<file path="src/rtl/dsp_pwrdn_pkg.sv">
package dsp_pwrdn_pkg;

  localparam int RST_W = 5;
  localparam logic [RST_W-1:0] RST_RUNNING   = 5'h00;
  localparam logic [RST_W-1:0] RST_CORE_HOLD = 5'h1E;
  localparam int RST_SS_BIT = 0;

  typedef enum logic [2:0] {
    ST_RUN,
    ST_WAIT,
    ST_CLAMP,
    ST_CLKOFF,
    ST_FSOFF,
    ST_SSRST,
    ST_OFF
  } seq_state_t;

  typedef enum logic [2:0] {
    EV_NONE,
    EV_CORE_RST,
    EV_CLAMP,
    EV_CLK_OFF,
    EV_FS_OFF,
    EV_SS_RST,
    EV_BUS_OFF
  } seq_event_t;

endpackage

</file>
<file path="src/rtl/dsp_pwrdn_timer.sv">
module dsp_pwrdn_timer #(
  parameter int WAIT_CYC = 8
) (
  input  logic clk,
  input  logic rst,
  input  logic load,
  input  logic run,
  output logic expired
);

  localparam int CNT_W = (WAIT_CYC > 1) ? $clog2(WAIT_CYC + 1) : 1;
  localparam logic [CNT_W-1:0] LOAD_VAL = CNT_W'(WAIT_CYC - 1);

  logic [CNT_W-1:0] cnt;

  // The count is loaded on the edge that asserts the core reset.
  // It expires on the WAIT_CYC-th edge after that one.
  always_ff @(posedge clk) begin
    if (rst) begin
      cnt <= '0;
    end else if (load) begin
      cnt <= LOAD_VAL;
    end else if (run && cnt != '0) begin
      cnt <= cnt - 1'b1;
    end
  end

  assign expired = run && (cnt == '0);

endmodule

</file>
<file path="src/rtl/dsp_pwrdn_fsm.sv">
module dsp_pwrdn_fsm
  import dsp_pwrdn_pkg::*;
(
  input  logic       clk,
  input  logic       rst,
  input  logic       start,
  input  logic       wait_done,
  output logic       wait_load,
  output logic       wait_run,
  output seq_event_t evt
);

  seq_state_t state, state_nx;

  always_comb begin
    state_nx  = state;
    evt       = EV_NONE;
    wait_load = 1'b0;
    unique case (state)
      ST_RUN: begin
        if (start) begin
          state_nx  = ST_WAIT;
          evt       = EV_CORE_RST;
          wait_load = 1'b1;
        end
      end
      ST_WAIT: begin
        if (wait_done) begin
          state_nx = ST_CLAMP;
          evt      = EV_CLAMP;
        end
      end
      ST_CLAMP: begin
        state_nx = ST_CLKOFF;
        evt      = EV_CLK_OFF;
      end
      ST_CLKOFF: begin
        state_nx = ST_FSOFF;
        evt      = EV_FS_OFF;
      end
      ST_FSOFF: begin
        state_nx = ST_SSRST;
        evt      = EV_SS_RST;
      end
      ST_SSRST: begin
        state_nx = ST_OFF;
        evt      = EV_BUS_OFF;
      end
      ST_OFF: begin
        state_nx = ST_OFF;
      end
      default: begin
        state_nx = ST_RUN;
      end
    endcase
  end

  assign wait_run = (state == ST_WAIT);

  always_ff @(posedge clk) begin
    if (rst) begin
      state <= ST_RUN;
    end else begin
      state <= state_nx;
    end
  end

endmodule

</file>
<file path="src/rtl/dsp_pwrdn_regs.sv">
module dsp_pwrdn_regs
  import dsp_pwrdn_pkg::*;
#(
  parameter int NUM_FS = 7
) (
  input  logic              clk,
  input  logic              rst,
  input  seq_event_t        evt,
  output logic [RST_W-1:0]  rst_ctl,
  output logic              clamp_io,
  output logic              core_clk_en,
  output logic [NUM_FS-1:0] mem_fs_en,
  output logic              bus_clk_en,
  output logic              done
);

  always_ff @(posedge clk) begin
    if (rst) begin
      rst_ctl <= RST_RUNNING;
    end else if (evt == EV_CORE_RST) begin
      rst_ctl <= RST_CORE_HOLD;
    end else if (evt == EV_SS_RST) begin
      rst_ctl[RST_SS_BIT] <= 1'b1;
    end
  end

  always_ff @(posedge clk) begin
    if (rst) begin
      clamp_io    <= 1'b0;
      core_clk_en <= 1'b1;
      bus_clk_en  <= 1'b1;
      done        <= 1'b0;
    end else begin
      done <= (evt == EV_BUS_OFF);
      if (evt == EV_CLAMP)   clamp_io    <= 1'b1;
      if (evt == EV_CLK_OFF) core_clk_en <= 1'b0;
      if (evt == EV_BUS_OFF) bus_clk_en  <= 1'b0;
    end
  end

  // One enable register per memory bank footswitch.
  for (genvar g = 0; g < NUM_FS; g++) begin : g_fs
    always_ff @(posedge clk) begin
      if (rst) begin
        mem_fs_en[g] <= 1'b1;
      end else if (evt == EV_FS_OFF) begin
        mem_fs_en[g] <= 1'b0;
      end
    end
  end

endmodule

</file>
<file path="src/rtl/dsp_pwrdn_seq.sv">
module dsp_pwrdn_seq
  import dsp_pwrdn_pkg::*;
#(
  parameter int CYC_PER_US = 4,
  parameter int WAIT_US    = 2,
  parameter int NUM_FS     = 7
) (
  input  logic              clk,
  input  logic              rst,
  input  logic              start,
  output logic [4:0]        rst_ctl,
  output logic              clamp_io,
  output logic              core_clk_en,
  output logic [NUM_FS-1:0] mem_fs_en,
  output logic              bus_clk_en,
  output logic              done
);

  localparam int WAIT_CYC = (CYC_PER_US * WAIT_US > 0) ? CYC_PER_US * WAIT_US : 1;

  logic       wait_load;
  logic       wait_run;
  logic       wait_done;
  seq_event_t evt;

  dsp_pwrdn_timer #(.WAIT_CYC(WAIT_CYC)) u_timer (
    .clk     (clk),
    .rst     (rst),
    .load    (wait_load),
    .run     (wait_run),
    .expired (wait_done)
  );

  dsp_pwrdn_fsm u_fsm (
    .clk       (clk),
    .rst       (rst),
    .start     (start),
    .wait_done (wait_done),
    .wait_load (wait_load),
    .wait_run  (wait_run),
    .evt       (evt)
  );

  dsp_pwrdn_regs #(.NUM_FS(NUM_FS)) u_regs (
    .clk         (clk),
    .rst         (rst),
    .evt         (evt),
    .rst_ctl     (rst_ctl),
    .clamp_io    (clamp_io),
    .core_clk_en (core_clk_en),
    .mem_fs_en   (mem_fs_en),
    .bus_clk_en  (bus_clk_en),
    .done        (done)
  );

endmodule

</file>
<file path="config.mk">
export PLATFORM = sky130hd
export DESIGN_NAME = dsp_pwrdn_seq
export DESIGN_NICKNAME = d
export VERILOG_FILES = /design/src/rtl/dsp_pwrdn_pkg.sv /design/src/rtl/dsp_pwrdn_timer.sv /design/src/rtl/dsp_pwrdn_fsm.sv /design/src/rtl/dsp_pwrdn_regs.sv /design/src/rtl/dsp_pwrdn_seq.sv
export SDC_FILE = /design/constraint.sdc
export NUM_CORES = 1
export LEC_CHECK = 0
export CORE_UTILIZATION = 45
export DETAILED_ROUTE_END_ITERATION = 10
export GPL_ROUTABILITY_DRIVEN = 0
export GPL_TIMING_DRIVEN = 0
export PLACE_DENSITY = 0.78
export SKIP_CTS_REPAIR_TIMING = 1
export SLEW_MARGIN = 40
export SYNTH_ARGS = -nofsm -noshare
export SYNTH_HDL_FRONTEND = slang
export SYNTH_SLANG_ARGS = --single-unit
</file>
<file path="constraint.sdc">
create_clock -name clk -period 1.8 [get_ports clk]
set_clock_uncertainty 0.15 [all_clocks]
set_input_delay 0.18 -clock clk [delete_from_list [all_inputs] [get_ports clk]]
set_output_delay 0.18 -clock clk [all_outputs]
set_load 0.1 [all_outputs]
</file>
* After elaboration in Yosys (flattened, before gate mapping)
Index checks and enable logic that the tools add are counted.
Cells by class: mux-type cells 10, equality and inequality tests 14, reduce and logical (&&, ||, !) cells 10, add/subtract/negate cells 1
Operators with widths (count):
- $pmux 3 s6 | 2
- $eq 3x3->1 const B | 6
- $eq 3x2->1 const B | 4
- $mux 3 | 4
- $eq 3x1->1 const B | 2
- $reduce_or 2->1 | 3
- $logic_not 4->1 | 1
- $reduce_bool 4->1 | 1
- $sub 4x1->4 const B | 1
- $logic_not 3->1 | 1
- $mux 1 | 3
- $logic_and 1x1->1 | 2
- $mux 2 | 1
- $ne 2x1->1 const B | 1
- $ne 2x2->1 const B | 1
- $reduce_and 2->1 | 1
- $reduce_bool 2->1 | 1
Storage, ports and cells: flip-flop bits (word level) 14, word-level logic and storage cells 45, bits of input ports 3, output and inout bits 16

* Logic depth before layout (Yosys ltp)
depth in word-level cells 6, depth in mapped cells 5, mapped depth without buffers 5

* Hierarchy
A second synthesis with hierarchy kept.
Second synthesis, totals: cells, all modules 85, area total of the unflattened synthesis 762.0 µm²
By module, submodules not included:
- dsp_pwrdn_regs | sequential area each 140.1 µm², times used 1, cells an instance 35, area an instance 327.8 µm²
- dsp_pwrdn_timer | sequential area each 80.1 µm², times used 1, cells an instance 26, area an instance 225.2 µm²
- dsp_pwrdn_fsm | sequential area each 60.1 µm², times used 1, cells an instance 24, area an instance 209.0 µm²

* Least setup slack after synthesis
No wires, ideal clock.
path type reg2out, start reg u_regs.mem_fs_en[5] (netlist name), end out mem_fs_en[1], path buffers 1, arrival 1.464 ns, data required time 1.470 ns, slack 0.006 ns, cell stages (with the launch flop) 2, path through dfxtp_1 > buf_4
RTL lines:
- to (decl) | RTL line dsp_pwrdn_seq.sv:14 | output logic [NUM_FS-1:0] mem_fs_en,

* Worst setup path in the final report
start reg u_timer.cnt[1], end reg u_timer.cnt[1]
On the way: word-level cells in the longest chain between the ends 3, elaborated cells on any way between the ends 6, classes of those cells add/sub (1); mux (2); reduce/logical (3)
RTL lines:
- from (decl) | RTL line dsp_pwrdn_timer.sv:14 | logic [CNT_W-1:0] cnt;
- from (signal assigned) | RTL line dsp_pwrdn_timer.sv:24 | cnt <= cnt - 1'b1;
- $sub 4x1->4 or $reduce_bool 4->1 (tied branches) | RTL line dsp_pwrdn_timer.sv:24, dsp_pwrdn_timer.sv:23
- $mux 3 or $logic_and 1x1->1 (tied branches) | RTL line dsp_pwrdn_timer.sv:23 | end else if (run && cnt != '0) begin
- $mux 3 or $reduce_bool 2->1 (tied branches)
Several ways; a longest one is shown, not always the timed one. The select of a mux whose other input is x is not followed. A chain may end at the register's enable or synchronous reset.

==> results.rst <==
.. list-table::
   :header-rows: 1

   * - Metric
     - Value
   * - Sinks on Clock Net
     - 14
   * - Worst Setup Slack, final
     - 0.111 ns
   * - Power Density
     - 1290 mW/mm^2
   * - Via count
     - around 550
   * - Hold Path End
     - u_regs.core_clk_en
   * - Deepest clock path buffer count
     - 2
   * - Clock insertion delay at the later pin of the skew report
     - approximately 0.28 ns
   * - Vias in the first global route
     - about 440
   * - Top post-synthesis cells by area
     - sky130_fd_sc_hd__dfxtp_1, sky130_fd_sc_hd__buf_4, sky130_fd_sc_hd__a211oi_1, sky130_fd_sc_hd__a21o_1, sky130_fd_sc_hd__a21oi_1
   * - Peak clock frequency supported by timing
     - slightly below 600 MHz
   * - Area share of the largest cell type after synthesis
     - 41.5%
   * - Average cell area after synthesis
     - between 9 and 10 um^2
   * - Crit path arrival time
     - approximately 1.7 ns
   * - Total leakage power
     - approximately 0.34 nW
   * - Max-slew violation total from the final report
     - 0
   * - Setup repair after global routing missed its margin
     - no
   * - # setup viols final
     - 0
   * - Cell Count, Final, Fillers Out
     - ~110
   * - Reg2reg path depth
     - 5
   * - Most frequent standard cell in the layout excluding fill and tap cells
     - sky130_fd_sc_hd__buf_2
   * - Die area
     - approximately 0.0017 mm^2
   * - Number of flip-flops and latches in the synthesized netlist
     - 14
   * - Post-layout min period
     - around 1.7 ns
   * - Reg2Reg Launch Point
     - u_timer.cnt[1]
   * - Number of diodes
     - 0
   * - Number of clock buffers inserted by TritonCTS
     - 3
   * - Effective utilization at floorplan
     - 50.0%
   * - Pin slew with the least headroom to its limit
     - 0.488 ns
   * - Final net count
     - a little under 100
   * - Worst vdd rail ir drop
     - roughly 0.79 mV
   * - Final instance area
     - just over 800 um^2
   * - Startpoint type of the worst setup path
     - register
   * - Crit path kind
     - register to register
   * - Syn Inst Count
     - slightly above 70
   * - Area inside the core boundary
     - about 0.0014 mm^2
   * - Count of final hold-check violations
     - 0
   * - Count of unresolved DRC violations after routing
     - 0
   * - Max-Slew Margin vs Limit
     - 67.7%
   * - Layout Area Growth over Synthesis
     - 20.9%
   * - Fillers
     - 122
   * - Overall Global Routing Usage
     - between 15 and 20%
   * - Synth Warn #
     - 0
   * - HPWL after detailed placement
     - between 900 and 1000 um
   * - Remaining number of nets flagged by the antenna check after routing
     - 0
   * - Commonest cells after routing, fill and taps aside
     - sky130_fd_sc_hd__buf_2, sky130_fd_sc_hd__dfxtp_1, sky130_fd_sc_hd__buf_4
   * - Number of levels the H-tree was split into
     - 1
   * - Result of the run
     - complete, no violations
   * - Number of buffers inserted by port buffering
     - 18
   * - Combined area of all synthesized cells
     - approximately 680 um^2
   * - Worst slack at placement
     - about 0.10 ns
   * - Height of the die
     - around 41 um
   * - Kind of capture point of the worst setup path
     - register
   * - Maximum fanout count along the critical path
     - 5
   * - Worst Hold Depth
     - 1
   * - Post-synthesis cell type count
     - 26
   * - Seq/Total Area, Yosys
     - 41.5%
   * - Fraction of the cycle the final worst path needs
     - between 90% and 100%
   * - Routed length per placed instance
     - roughly 11 um
   * - TritonCTS clock tree
     - yes
   * - Cell Rows
     - 13
   * - Total routed wirelength
     - ~1200 um
   * - Die W
     - 40.8 um
   * - Number of DRC violations after detailed-routing iteration 0
     - 8
   * - Number of antenna violations at the first check in global routing
     - 0
   * - Wire length of the first global-routing pass
     - 1870 um
   * - Post-place instance area
     - ~800 um^2
   * - Root Driver
     - sky130_fd_sc_hd__clkbuf_4
   * - Inst Count DP
     - between 100 and 150
   * - Overflow left after global routing
     - 0
   * - Worst hold start
     - u_regs.core_clk_en
   * - Number of iterations in the first detailed-routing pass
     - 2
   * - Flop2flop setup slack
     - roughly 0.11 ns
   * - I/O pin cnt
     - 19
   * - Leading area contributor after synthesis
     - sky130_fd_sc_hd__dfxtp_1
   * - Pin count of the biggest net entering global routing
     - 11
   * - Required time at the endpoint of the critical path
     - between 1.5 and 2 ns
   * - Layout cell share with drive strength beyond 1
     - 38.0%
   * - Reg-to-Reg End
     - u_timer.cnt[1]
   * - Worst hold path type
     - register to register
   * - Number of max-capacitance violations reported
     - 0
   * - Number of nets in the synthesized netlist
     - 75
   * - Clock transition at the registers of the reported paths
     - roughly 0.070 ns
   * - Routed via count divided by cell count
     - 5.09
==> Yosys cell counts <==
cell type,instances
sky130_fd_sc_hd__a41oi_1,1
sky130_fd_sc_hd__mux2_4,1
sky130_fd_sc_hd__and2_1,1
sky130_fd_sc_hd__nor3b_4,1
sky130_fd_sc_hd__a21bo_1,1
sky130_fd_sc_hd__a21oi_1,5
sky130_fd_sc_hd__inv_1,3
sky130_fd_sc_hd__dfxtp_1,14
sky130_fd_sc_hd__nor3_1,2
sky130_fd_sc_hd__a31oi_1,1
sky130_fd_sc_hd__a21o_1,4
sky130_fd_sc_hd__nor2b_2,1
sky130_fd_sc_hd__or3b_4,1
sky130_fd_sc_hd__clkbuf_2,1
sky130_fd_sc_hd__nand2_1,5
sky130_fd_sc_hd__clkbuf_1,1
sky130_fd_sc_hd__nor3b_1,2
sky130_fd_sc_hd__nand3_2,1
sky130_fd_sc_hd__a211oi_1,4
sky130_fd_sc_hd__ha_1,1
sky130_fd_sc_hd__buf_4,9
sky130_fd_sc_hd__or2_1,2
sky130_fd_sc_hd__o21ai_0,2
sky130_fd_sc_hd__nor2_1,5
sky130_fd_sc_hd__nand2b_1,1
sky130_fd_sc_hd__nor4b_4,1
==> through the flow <==
step	power [mW]	hold WS, ns	util, %	TNS [ns]
floorplan	0.815	0.116	-	0
global placement	0.904	0.285	64.8	-1.81
detailed placement	0.886	0.314	58.9	0
CTS	1.05	0.333	60.5	0
global route	1.11	0.343	60.5	0
finish	1.05	0.323	60.5	0
==> logic make-up (layout without fill, tap and decap cells) <==
family | Yosys count | after routing | synth area share [%]
buffers and inverters | 14 | 35 | 13.0
adders and majority gates | 1 | 1 | 1.85
and+or+nand+nor | 23 | 23 | 23.7
DFF | 14 | 14 | 41.5
muxes | 1 | 1 | 2.22
AOI/OAI and AO/OA | 18 | 18 | 17.8
==> how the worst max path moves through the flow <==
stage                              startpoint        endpoint  slack [ns]  cells past startpoint
after floorplan           u_regs.mem_fs_en[5]    mem_fs_en[1]       0.006                      1
after global placement    u_regs.mem_fs_en[5]    mem_fs_en[3]       -0.21                      2
after detailed placement                start  u_timer.cnt[3]        0.10                      4
after CTS                      u_timer.cnt[1]  u_timer.cnt[1]        0.14                      5
after global routing           u_timer.cnt[1]  u_timer.cnt[0]        0.04                      5
final                          u_timer.cnt[1]  u_timer.cnt[1]        0.11                      5
==> critical path, stage by stage (launching register included) <==
cell and delay [ns]:
sky130_fd_sc_hd__dfxtp_1 0.33, sky130_fd_sc_hd__inv_1 0.08, sky130_fd_sc_hd__ha_1 0.20, sky130_fd_sc_hd__or3b_4 0.43
sky130_fd_sc_hd__and2_1 0.17, sky130_fd_sc_hd__a211oi_1 0.24
==> flip-flops by register name, indices dropped and copies added, names as in the netlist <==
register            flops
u_regs.clamp_io         1
u_timer.cnt             4
u_regs.mem_fs_en        1
u_regs.core_clk_en      1
u_regs.done             1
u_regs.rst_ctl          2
u_fsm.state             3
u_regs.bus_clk_en       1
==> power by group <==
part / internal (mW) / switching [mW] / leakage [nW] / total (mW)
Combinational: 0.143 / 0.341 / 0.213 / 0.484
Clock: 0.0776 / 0.0922 / 0.0138 / 0.170
Sequential: 0.350 / 0.0463 / 0.115 / 0.397
Total: 0.571 / 0.479 / 0.342 / 1.05
==> cell type report <==
| cell class | count | area [um^2] | area share, % |
|---|---|---|---|
| Inverter | 3 | 11.3 | 1.38 |
| Tap cell | 15 | 18.8 | 2.30 |
| Timing Repair Buffer | 18 | 100 | 12.3 |
| Multi-Input combinational cell | 43 | 308 | 37.7 |
| Buffer | 11 | 76.3 | 9.34 |
| Clock buffer | 3 | 22.5 | 2.76 |
| Sequential cell | 14 | 280 | 34.3 |
==> per-layer routing <==
layer	global-route usage, %	vias to the layer above	part of all wire (%)
li1	-	280	-
met1	21.3	243	46
met2	29.0	18	47
met3	4.89	4	4.6
met4	7.50	0	2.4
met5	0	-	0
No activity file was read; power rests on OpenSTA's default activity.
